`src/rtl/usbirq_pkg.sv`:
```
package usbirq_pkg;
   localparam int ADDR_W = 4;

   typedef enum logic [ADDR_W-1:0] {
      RA_EVC = 4'd0,
      RA_EVI = 4'd1,
      RA_EVO = 4'd2,
      RA_MKC = 4'd3,
      RA_MKI = 4'd4,
      RA_MKO = 4'd5,
      RA_PFL = 4'd6,
      RA_PMK = 4'd7,
      RA_GEN = 4'd8,
      RA_CPF = 4'd9
   } reg_addr_e;

   typedef enum logic {
      CLR_ON_READ,
      CLR_ON_WRITE1
   } clr_mode_e;
endpackage

```
`src/rtl/usbirq_flagbank.sv`:
```
module usbirq_flagbank
   import usbirq_pkg::*;
#(
   parameter int        W    = 8,
   parameter clr_mode_e MODE = CLR_ON_READ
) (
   input  logic         clk,
   input  logic         rst_n,
   input  logic [W-1:0] set_i,
   input  logic         clr_rd_i,
   input  logic [W-1:0] clr_w1c_i,
   output logic [W-1:0] flags_o
);
   logic [W-1:0] clr_vec;
   logic [W-1:0] flag_q;

   if (W < 1) begin : g_bad_w
      $error("usbirq_flagbank: W must be at least 1");
   end

   // Clearing variant picked by parameter
   if (MODE == CLR_ON_READ) begin : g_rdclr
      logic unused_w1c;
      assign unused_w1c = ^clr_w1c_i;
      assign clr_vec    = {W{clr_rd_i}};
   end else begin : g_w1c
      logic unused_rd;
      assign unused_rd = clr_rd_i;
      assign clr_vec   = clr_w1c_i;
   end

   // Set wins over clear in every bit
   for (genvar i = 0; i < W; i++) begin : g_bit
      always_ff @(posedge clk or negedge rst_n) begin
         if (!rst_n) flag_q[i] <= 1'b0;
         else        flag_q[i] <= set_i[i] | (flag_q[i] & ~clr_vec[i]);
      end
   end

   assign flags_o = flag_q;
endmodule

```
`src/rtl/usbirq_maskreg.sv`:
```
module usbirq_maskreg #(
   parameter int         W   = 8,
   parameter logic [W-1:0] RST = '1
) (
   input  logic         clk,
   input  logic         rst_n,
   input  logic         we_i,
   input  logic [W-1:0] wdata_i,
   output logic [W-1:0] mask_o
);
   logic [W-1:0] mask_q;

   if (W < 1) begin : g_bad_w
      $error("usbirq_maskreg: W must be at least 1");
   end

   always_ff @(posedge clk or negedge rst_n) begin
      if (!rst_n)    mask_q <= RST;
      else if (we_i) mask_q <= wdata_i;
   end

   assign mask_o = mask_q;
endmodule

```
`src/rtl/usbirq_sync_edge.sv`:
```
module usbirq_sync_edge #(
   parameter int   STAGES    = 2,
   parameter logic IDLE_LVL  = 1'b1
) (
   input  logic clk,
   input  logic rst_n,
   input  logic pin_i,
   output logic fall_o
);
   logic [STAGES-1:0] sync_q;
   logic              prev_q;

   if (STAGES < 2) begin : g_bad_stages
      $error("usbirq_sync_edge: STAGES must be at least 2");
   end

   always_ff @(posedge clk or negedge rst_n) begin
      if (!rst_n) sync_q[0] <= IDLE_LVL;
      else        sync_q[0] <= pin_i;
   end

   for (genvar s = 1; s < STAGES; s++) begin : g_stage
      always_ff @(posedge clk or negedge rst_n) begin
         if (!rst_n) sync_q[s] <= IDLE_LVL;
         else        sync_q[s] <= sync_q[s-1];
      end
   end

   always_ff @(posedge clk or negedge rst_n) begin
      if (!rst_n) prev_q <= IDLE_LVL;
      else        prev_q <= sync_q[STAGES-1];
   end

   assign fall_o = prev_q & ~sync_q[STAGES-1];
endmodule

```
`src/rtl/usbirq_combine.sv`:
```
module usbirq_combine #(
   parameter int NC = 6,
   parameter int NI = 6,
   parameter int NO = 6,
   parameter int NP = 8
) (
   input  logic          clk,
   input  logic          rst_n,
   input  logic [NC-1:0] cflag_i,
   input  logic [NC-1:0] cmask_i,
   input  logic [NI-1:0] iflag_i,
   input  logic [NI-1:0] imask_i,
   input  logic [NO-1:0] oflag_i,
   input  logic [NO-1:0] omask_i,
   input  logic [NP-1:0] pflag_i,
   input  logic [NP-1:0] pmask_i,
   input  logic          cpf_clr_i,
   input  logic          gen_i,
   output logic          pending_o,
   output logic          cpu_flag_o,
   output logic          irq_o
);
   logic usb_pend;
   logic port_pend;
   logic cpf_q;

   assign usb_pend  = (|(cflag_i & cmask_i)) | (|(iflag_i & imask_i)) |
                      (|(oflag_i & omask_i));
   assign port_pend = |(pflag_i & pmask_i);
   assign pending_o = usb_pend | port_pend;

   // Pending source re-asserts over a software clear
   always_ff @(posedge clk or negedge rst_n) begin
      if (!rst_n) cpf_q <= 1'b0;
      else        cpf_q <= pending_o | (cpf_q & ~cpf_clr_i);
   end

   assign cpu_flag_o = cpf_q;
   assign irq_o      = cpf_q & gen_i;
endmodule

```
`src/rtl/usb_irq_agg.sv`:
```
module usb_irq_agg
   import usbirq_pkg::*;
#(
   parameter int NC       = 6,
   parameter int NI       = 6,
   parameter int NO       = 6,
   parameter int NP       = 8,
   parameter int DW       = 8,
   parameter int SOF_BIT  = 3,
   parameter int SUSP_BIT = 0,
   parameter int DP_BIT   = 7,
   parameter int SYNC_N   = 2
) (
   input  logic              clk,
   input  logic              rst_n,
   input  logic [NC-1:0]     ev_common,
   input  logic [NI-1:0]     ev_in,
   input  logic [NO-1:0]     ev_out,
   input  logic [NP-1:0]     port_ev,
   input  logic              dp_pin,
   input  logic              bus_rd,
   input  logic              bus_wr,
   input  logic [ADDR_W-1:0] bus_addr,
   input  logic [DW-1:0]     bus_wdata,
   output logic [DW-1:0]     bus_rdata,
   output logic              cpu_flag,
   output logic              irq_req
);
   localparam logic [NC-1:0] CMSK_RST =
      ~((NC'(1) << SOF_BIT) | (NC'(1) << SUSP_BIT));
   localparam logic [NP-1:0] DP_SEL = NP'(1) << DP_BIT;

   if (NC > DW || NI > DW || NO > DW || NP > DW) begin : g_bad_width
      $error("usb_irq_agg: flag registers must fit in the data bus");
   end
   if (SOF_BIT >= NC || SUSP_BIT >= NC || SOF_BIT == SUSP_BIT) begin : g_bad_cbits
      $error("usb_irq_agg: bad start-of-frame or suspend bit position");
   end
   if (DP_BIT >= NP) begin : g_bad_dp
      $error("usb_irq_agg: D+ flag bit outside port register");
   end

   logic [NC-1:0] cflag, cmask;
   logic [NI-1:0] iflag, imask;
   logic [NO-1:0] oflag, omask;
   logic [NP-1:0] pflag, pmask, pset, pclr;
   logic          gen_q;
   logic          dp_fall;
   logic          pending;
   logic          rd_evc, rd_evi, rd_evo;
   logic          wr_mkc, wr_mki, wr_mko, wr_pfl, wr_pmk, wr_gen, wr_cpf;
   logic          unused_wd;

   assign unused_wd = ^bus_wdata;

   // Access decode
   assign rd_evc = bus_rd && (bus_addr == RA_EVC);
   assign rd_evi = bus_rd && (bus_addr == RA_EVI);
   assign rd_evo = bus_rd && (bus_addr == RA_EVO);
   assign wr_mkc = bus_wr && (bus_addr == RA_MKC);
   assign wr_mki = bus_wr && (bus_addr == RA_MKI);
   assign wr_mko = bus_wr && (bus_addr == RA_MKO);
   assign wr_pfl = bus_wr && (bus_addr == RA_PFL);
   assign wr_pmk = bus_wr && (bus_addr == RA_PMK);
   assign wr_gen = bus_wr && (bus_addr == RA_GEN);
   assign wr_cpf = bus_wr && (bus_addr == RA_CPF);

   // D+ resume edge
   usbirq_sync_edge #(.STAGES(SYNC_N), .IDLE_LVL(1'b1)) u_dp (
      .clk    (clk),
      .rst_n  (rst_n),
      .pin_i  (dp_pin),
      .fall_o (dp_fall)
   );

   assign pset = (port_ev & ~DP_SEL) | (dp_fall ? DP_SEL : '0);
   assign pclr = wr_pfl ? bus_wdata[NP-1:0] : '0;

   // Flag registers
   usbirq_flagbank #(.W(NC), .MODE(CLR_ON_READ)) u_cflag (
      .clk(clk), .rst_n(rst_n), .set_i(ev_common), .clr_rd_i(rd_evc),
      .clr_w1c_i('0), .flags_o(cflag)
   );
   usbirq_flagbank #(.W(NI), .MODE(CLR_ON_READ)) u_iflag (
      .clk(clk), .rst_n(rst_n), .set_i(ev_in), .clr_rd_i(rd_evi),
      .clr_w1c_i('0), .flags_o(iflag)
   );
   usbirq_flagbank #(.W(NO), .MODE(CLR_ON_READ)) u_oflag (
      .clk(clk), .rst_n(rst_n), .set_i(ev_out), .clr_rd_i(rd_evo),
      .clr_w1c_i('0), .flags_o(oflag)
   );
   usbirq_flagbank #(.W(NP), .MODE(CLR_ON_WRITE1)) u_pflag (
      .clk(clk), .rst_n(rst_n), .set_i(pset), .clr_rd_i(1'b0),
      .clr_w1c_i(pclr), .flags_o(pflag)
   );

   // Mask registers
   usbirq_maskreg #(.W(NC), .RST(CMSK_RST)) u_cmask (
      .clk(clk), .rst_n(rst_n), .we_i(wr_mkc),
      .wdata_i(bus_wdata[NC-1:0]), .mask_o(cmask)
   );
   usbirq_maskreg #(.W(NI), .RST({NI{1'b1}})) u_imask (
      .clk(clk), .rst_n(rst_n), .we_i(wr_mki),
      .wdata_i(bus_wdata[NI-1:0]), .mask_o(imask)
   );
   usbirq_maskreg #(.W(NO), .RST({NO{1'b1}})) u_omask (
      .clk(clk), .rst_n(rst_n), .we_i(wr_mko),
      .wdata_i(bus_wdata[NO-1:0]), .mask_o(omask)
   );
   usbirq_maskreg #(.W(NP), .RST({NP{1'b0}})) u_pmask (
      .clk(clk), .rst_n(rst_n), .we_i(wr_pmk),
      .wdata_i(bus_wdata[NP-1:0]), .mask_o(pmask)
   );
   usbirq_maskreg #(.W(1), .RST(1'b0)) u_gen (
      .clk(clk), .rst_n(rst_n), .we_i(wr_gen),
      .wdata_i(bus_wdata[0]), .mask_o(gen_q)
   );

   // Shared flag and request
   usbirq_combine #(.NC(NC), .NI(NI), .NO(NO), .NP(NP)) u_comb (
      .clk        (clk),
      .rst_n      (rst_n),
      .cflag_i    (cflag),
      .cmask_i    (cmask),
      .iflag_i    (iflag),
      .imask_i    (imask),
      .oflag_i    (oflag),
      .omask_i    (omask),
      .pflag_i    (pflag),
      .pmask_i    (pmask),
      .cpf_clr_i  (wr_cpf),
      .gen_i      (gen_q),
      .pending_o  (pending),
      .cpu_flag_o (cpu_flag),
      .irq_o      (irq_req)
   );

   // Read mux
   always_comb begin
      bus_rdata = '0;
      case (bus_addr)
         RA_EVC:  bus_rdata[NC-1:0] = cflag;
         RA_EVI:  bus_rdata[NI-1:0] = iflag;
         RA_EVO:  bus_rdata[NO-1:0] = oflag;
         RA_MKC:  bus_rdata[NC-1:0] = cmask;
         RA_MKI:  bus_rdata[NI-1:0] = imask;
         RA_MKO:  bus_rdata[NO-1:0] = omask;
         RA_PFL:  bus_rdata[NP-1:0] = pflag;
         RA_PMK:  bus_rdata[NP-1:0] = pmask;
         RA_GEN:  bus_rdata[0]      = gen_q;
         RA_CPF:  bus_rdata[0]      = cpu_flag;
         default: bus_rdata         = '0;
      endcase
   end
endmodule

```
`config.mk`:
```
export PLATFORM = sky130hd
export DESIGN_NAME = usb_irq_agg
export DESIGN_NICKNAME = d
export VERILOG_FILES = /design/src/rtl/usbirq_pkg.sv /design/src/rtl/usbirq_flagbank.sv /design/src/rtl/usbirq_maskreg.sv /design/src/rtl/usbirq_sync_edge.sv /design/src/rtl/usbirq_combine.sv /design/src/rtl/usb_irq_agg.sv
export SDC_FILE = /design/constraint.sdc
export NUM_CORES = 1
export LEC_CHECK = 0
export BUFFER_PORTS_ARGS = -buffer_cell sky130_fd_sc_hd__buf_2
export CORE_MARGIN = 3
export CORE_UTILIZATION = 40
export CTS_CLUSTER_DIAMETER = 50
export CTS_CLUSTER_SIZE = 12
export DETAILED_ROUTE_END_ITERATION = 7
export SLEW_MARGIN = 10
export SYNTH_ARGS = -nofsm -noshare
export SYNTH_HDL_FRONTEND = slang
export SYNTH_SLANG_ARGS = --single-unit
```
`constraint.sdc`:
```
create_clock -name clk -period 2.8 [get_ports clk]
set_input_delay 0.42 -clock clk [delete_from_list [all_inputs] [get_ports clk]]
set_output_delay 0.42 -clock clk [all_outputs]
set_load 0.02 [all_outputs]
```
---- Word level (Yosys, flattened, before mapping) ----
Index checks and enable logic that the tools add are counted.
W data, S select, Z words.
storage, ports and cells
  flip-flop bits (word level) ............. 57
  output and inout bits ................... 10
  input bits .............................. 43
  logic and storage cells ................. 141
cells by class
  bitwise operators ....................... 77
  reductions and logical operators ........ 15
  muxes and demuxes ....................... 5
  equality and inequality tests ........... 9
operators by type and width
  cell                  number
  $pmux W5 S8           1
  $or A1 B1 Y1          30
  $and A1 B1 Y1         29
  $and A6 B6 Y6         3
  $reduce_or A6 Y1      3
  $eq A4 B3 Y1 const B  4
  $mux W8               2
  $not A1 Y1            13
  $logic_and A1 B1 Y1   10
  $pmux W1 S10          1
  $and A8 B8 Y8         1
  $eq A4 B2 Y1 const B  2
  $eq A4 B4 Y1 const B  2
  $or A7 B8 Y8          1
  $reduce_or A8 Y1      1
  $eq A4 B1 Y1 const B  1
  $logic_not A4 Y1      1
  $pmux W2 S2           1

---- Depth between registers and ports, before layout ----
  depth after elaboration ................. 6
  gate-level depth with buffers ........... 7
  depth with buffers taken out ............ 4

---- By module ----
A second synthesis with hierarchy kept.
unflattened totals
  cells, all modules ...................... 241
  area, all modules ....................... 2987.9 um^2
modules (own cells, without submodules)
  module                          times used  seq. area each (um^2)  area each (um^2)  cells each
  usb_irq_agg                     1           0.0                    680.7             93
  usbirq_flagbank at u_cflag ...  3           150.1                  198.9             13
  usbirq_maskreg at u_imask ...   2           157.7                  259.0             13
  usbirq_maskreg at u_pmask       1           200.2                  331.6             17
  usbirq_flagbank at u_pflag      1           200.2                  290.3             24
  usbirq_maskreg at u_cmask       1           155.1                  256.5             13
  usbirq_combine                  1           25.0                   181.4             23
  usbirq_sync_edge                1           78.8                   92.6              4
  usbirq_maskreg at u_gen         1           25.0                   40.0              2

---- Worst setup path before layout ----
Ideal clock, no wire load.
  path kind ............................... input to output
  start point ............................. input bus_addr[0]
  end point ............................... output bus_rdata[0]
  cell stages on the path ................. 5
  path slack .............................. 894 ps
  required time ........................... 2380 ps
  arrival time ............................ 1486 ps
  buffers on the path ..................... 2
  cells stage by stage .................... buf_6 buf_8 nor2b_1 a22oi_1 o311ai_1
on the way
  word-level cells in the longest chain between the ends .. 2
  elaborated cells between the ends (all ways) .. 11
  classes of those cells .................. eq/ne (9); mux (1); reduce/logical (1)
RTL lines
  what                                  line                text
  start, declared                       usb_irq_agg.sv:23   input logic [ADDR_W-1:0] bus_addr,
  $eq A4 B4 Y1 (tied with other cells)  usb_irq_agg.sv:141  case (bus_addr)
  $pmux W1 S10 (*)                      usb_irq_agg.sv:141
  end, declared                         usb_irq_agg.sv:25   output logic [DW-1:0] bus_rdata,
Mark *: on every way between the ends. The rest lies on a longest branch, timed or not.

---- Worst setup path in the final report ----
Ends and elaborated chain as after synthesis.

==> results.rst <==
.. list-table::
   :header-rows: 1

   * - Metric
     - Value
   * - Core region area
     - 6531 µm²
   * - Clock root buffer master
     - sky130_fd_sc_hd__clkbuf_8
   * - Die Area
     - around 8000 µm²
   * - Final weighted congestion of routability-driven global placement
     - 0.8372
   * - Cell area after synthesis
     - between 2000 and 3000 µm²
   * - Total gr overflow
     - 0
   * - Critical path's largest stage delay
     - 0.36 ns
   * - Hold Path Stages
     - 1
   * - Run status
     - finished clean
   * - Max Freq
     - approximately 0.45 GHz
   * - Most used cell, CP
     - sky130_fd_sc_hd__buf_2
   * - Count of antenna diodes in the layout
     - 0
   * - Number of global-route vias before repair
     - a little under 2k
   * - Worst hold start
     - dp_pin
   * - Placement row count
     - 29
   * - Maximum level of the CTS H-tree
     - 3
   * - Total of endpoints with negative setup slack in the final report
     - 0
   * - Count of distinct cell types in the synthesized netlist
     - 40
   * - Wire length per cell after detailed routing
     - 19.35 µm
   * - Share of the clock period used by the worst path after layout
     - 0.7933
   * - Initial antenna violation count
     - 0
   * - Port-buffer cells
     - 51
   * - Category of the most critical setup path
     - in -> out
   * - Critical path required time
     - around 2.4 ns
   * - Worst reg-to-reg path cell count
     - 4
   * - Longest Clk Path Bufs
     - 2
   * - Arrival time reported for the critical path endpoint
     - about 1.8 ns
   * - CTS Hold Buffers Added
     - 0
   * - Worst-skew pair later-pin latency
     - around 0.34 ns
   * - Number of vias in the routed layout
     - approximately 2.0k
   * - Router iterations before antenna repair
     - 4
   * - Tightest Hold Check Type
     - in -> reg
   * - Actual transition at the worst max-transition pin
     - just over 0.7 ns
   * - Initial core utilization
     - 0.4262
   * - Worst min-delay path endpoint
     - u_dp.sync_q[0]
   * - Setup total negative slack
     - 0 ns
   * - Clk pin slew, worst setup/hold paths
     - roughly 0.07 ns
   * - PostCTS Resize Cnt
     - 0
   * - Flops & latches, synth
     - between 50 and 60
   * - Final cell count without fillers
     - 355
   * - TritonCTS clock tree
     - built
   * - DPL Wire Length
     - ~4900 µm
   * - Largest net degree at the start of global routing
     - just under 60
   * - Vertical die dimension
     - 89.43 µm
   * - R2r endpoint
     - u_comb.cpu_flag_o
   * - Number of design-rule violations left by the first detailed-router iteration
     - between 100 and 150
   * - Synthesized netlist net count
     - 260
   * - Crit path capture type
     - output port
   * - Antenna-violating nets left
     - 0
   * - Maximum fanout along the worst path
     - 15
   * - Final wirelength
     - around 6900 µm
   * - Max capacitance violation total
     - 0
   * - First-pass GRT wire length
     - between 10000 and 15000 µm
   * - Lkg Pwr
     - about 1.3 nW
   * - DRC violations left
     - 0
   * - Clock Sinks
     - 57
   * - Total CTS buffers
     - 9
   * - Fin Clk Skew
     - between 0.005 and 0.006 ns
   * - Growth of design area from synthesis to finish
     - 17.03%
   * - Ordered cell list for the critical path
     - buf_2 > buf_4 > mux2i_1 > nor4b_1 > nor3_1 > o311ai_1 > buf_2
   * - Total Routing Usage GR
     - 0.1850
   * - Unrepaired setup endpoints after global routing
     - no
   * - Origin of the critical flop-to-flop path
     - u_cflag.flags_o[4]
   * - Final #Nets
     - ~320
   * - Critical Path Source Type
     - input pin
   * - Layout cell share with drive strength beyond 1
     - 0.3705
   * - Vias per Instance
     - approximately 5.6
   * - Horizontal extent of the die
     - just under 90 µm
   * - Count of pins over their slew limit
     - 0
   * - Average footprint of a synthesized cell
     - 12.83 µm²
   * - Worst vdd rail ir drop
     - about 0.28 mV
   * - Placed cell count
     - 339
   * - Max transition margin
     - 0.5187
   * - Hold violation count in the final report
     - 0
   * - Worst reg-to-reg setup slack
     - roughly 1.7 ns
   * - P per Cell Area
     - between 600 and 700 nW/µm²
   * - Sequential cell area fraction in the yosys report
     - 0.5209
   * - Count of mapped cells out of synthesis
     - around 220
   * - Min Clock Period, post-route
     - roughly 2.2 ns
   * - Slowest stage cell, crit path
     - sky130_fd_sc_hd__buf_2
   * - Post-CTS Setup Bufs
     - 0
   * - Num ports
     - 53
   * - Yosys synthesis warning count
     - 0
==> metal layers <==
layer  share of wire  GRT usage  vias up
met1            0.47     0.2585     1002
li1                -          -      934
met2            0.45     0.2719       53
met5               0          0        -
met4           0.023    0.08796        0
met3           0.051    0.04240       13
==> metrics by stage <==
step | hold WS, ns | cell area, µm² | setup WS, ns | util | power [mW]
floorplan | 0.1244 | 2784 | 0.8940 | - | 1.260
global placement | 0.3467 | 3078 | 0.5769 | 0.4713 | 1.383
detailed placement | 0.3485 | 3078 | 0.5725 | 0.4713 | 1.390
CTS | 0.1582 | 3258 | 0.5794 | 0.4989 | 2.091
global route | 0.1634 | 3258 | 0.4630 | 0.4989 | 2.182
finish | 0.1729 | 3258 | 0.5788 | 0.4989 | 2.076
==> Yosys cell counts (all sizes together) <==
library cell	n	share of area
a21o	25	0.067
a21oi	1	0.0018
a221oi	1	0.0031
a22o	4	0.013
a22oi	13	0.035
a31oi	2	0.0045
and2	1	0.0022
and2b	3	0.0090
and3	1	0.0022
and4	1	0.0031
buf	8	0.027
clkbuf	1	0.0013
dfrtp	38	0.34
dfstp	19	0.18
inv	2	0.0027
mux2	29	0.12
mux2i	10	0.036
mux4	6	0.049
nand2	16	0.022
nand3	5	0.011
nand3b	3	0.0081
nand4	3	0.0090
nor2	10	0.021
nor2b	2	0.0045
nor3	4	0.0072
nor4	2	0.0045
nor4b	1	0.0031
o211ai	1	0.0027
o21ai	3	0.0054
o311ai	2	0.0063
==> cell usage in the layout, fill, tap and decap left out, types with 2 or more instances in the layout <==
cell type / Yosys / final
sky130_fd_sc_hd__nor2_4: 2 / 2
sky130_fd_sc_hd__mux2_1: 29 / 29
sky130_fd_sc_hd__buf_4: 3 / 3
sky130_fd_sc_hd__a22oi_1: 13 / 13
sky130_fd_sc_hd__clkinvlp_4: 0 / 2
sky130_fd_sc_hd__nand4_1: 2 / 2
sky130_fd_sc_hd__nor4_1: 2 / 2
sky130_fd_sc_hd__nor2_1: 6 / 6
sky130_fd_sc_hd__a31oi_1: 2 / 2
sky130_fd_sc_hd__nor3_1: 4 / 4
sky130_fd_sc_hd__mux4_2: 6 / 6
sky130_fd_sc_hd__nor2b_1: 2 / 2
sky130_fd_sc_hd__a21o_1: 25 / 25
sky130_fd_sc_hd__dfrtp_1: 38 / 38
sky130_fd_sc_hd__a22o_1: 4 / 4
sky130_fd_sc_hd__nand2_1: 15 / 15
sky130_fd_sc_hd__clkinv_2: 0 / 2
sky130_fd_sc_hd__nor2_2: 2 / 2
sky130_fd_sc_hd__inv_1: 2 / 2
sky130_fd_sc_hd__mux2i_1: 10 / 10
sky130_fd_sc_hd__o21ai_1: 2 / 2
sky130_fd_sc_hd__clkbuf_8: 0 / 10
sky130_fd_sc_hd__nand3_1: 4 / 4
sky130_fd_sc_hd__buf_2: 1 / 51
sky130_fd_sc_hd__dfstp_2: 19 / 19
sky130_fd_sc_hd__nand3b_1: 3 / 3
sky130_fd_sc_hd__o311ai_1: 2 / 2
sky130_fd_sc_hd__and2b_1: 2 / 2
==> state kept, by name, summed over array words and instances, names as in the netlist, 2 cells and up <==
signal / cells
u_pflag.flags_o: 8
u_imask.mask_o: 6
u_iflag.flags_o: 6
u_cflag.flags_o: 6
u_cmask.mask_o: 6
u_pmask.mask_o: 8
u_dp.sync_q: 2
u_omask.mask_o: 6
u_oflag.flags_o: 6
==> cell type report <==
type	instances	area, µm²
clock buffer	10	137.6
clock inverter	6	42.54
fill	612	3273
inverter	2	7.507
multi-input combinational	149	1246
sequential	57	1450
tap	77	96.34
timing repair buffer	54	277.8
==> kinds of logic (layout without fill, tap and decap cells) <==
logic type      count (synthesis)  after routing  synth area share
mux                            45             45            0.2018
compound gates                 52             52            0.1389
flops                          57             57            0.5209
buf+inv                        11             72           0.03146
simple gates                   52             52            0.1070
==> worst max-delay path: cells and delay by family <==
kind	cells	cell delay [ns]
buffers and inverters	3	0.78
and+or+nand+nor	2	0.28
muxes	1	0.18
AOI/OAI and AO/OA	1	0.13
==> report_power, final <==
group / switching [mW] / internal (mW)
clock: 0.354 / 0.346
sequential: 0.0836 / 0.967
combinational: 0.159 / 0.167
total: 0.597 / 1.48
==> worst max path at each step <==
stage | from | to | depth (start not counted)
floorplan | bus_addr[0] | bus_rdata[0] | 5
CTS | bus_addr[0] | bus_rdata[0] | 7
global route | bus_addr[0] | bus_rdata[0] | 7
detailed placement | bus_addr[0] | bus_rdata[0] | 7
global placement | bus_addr[0] | bus_rdata[0] | 7
finish | bus_addr[0] | bus_rdata[0] | 7
(Power assumes the default switching activity.)
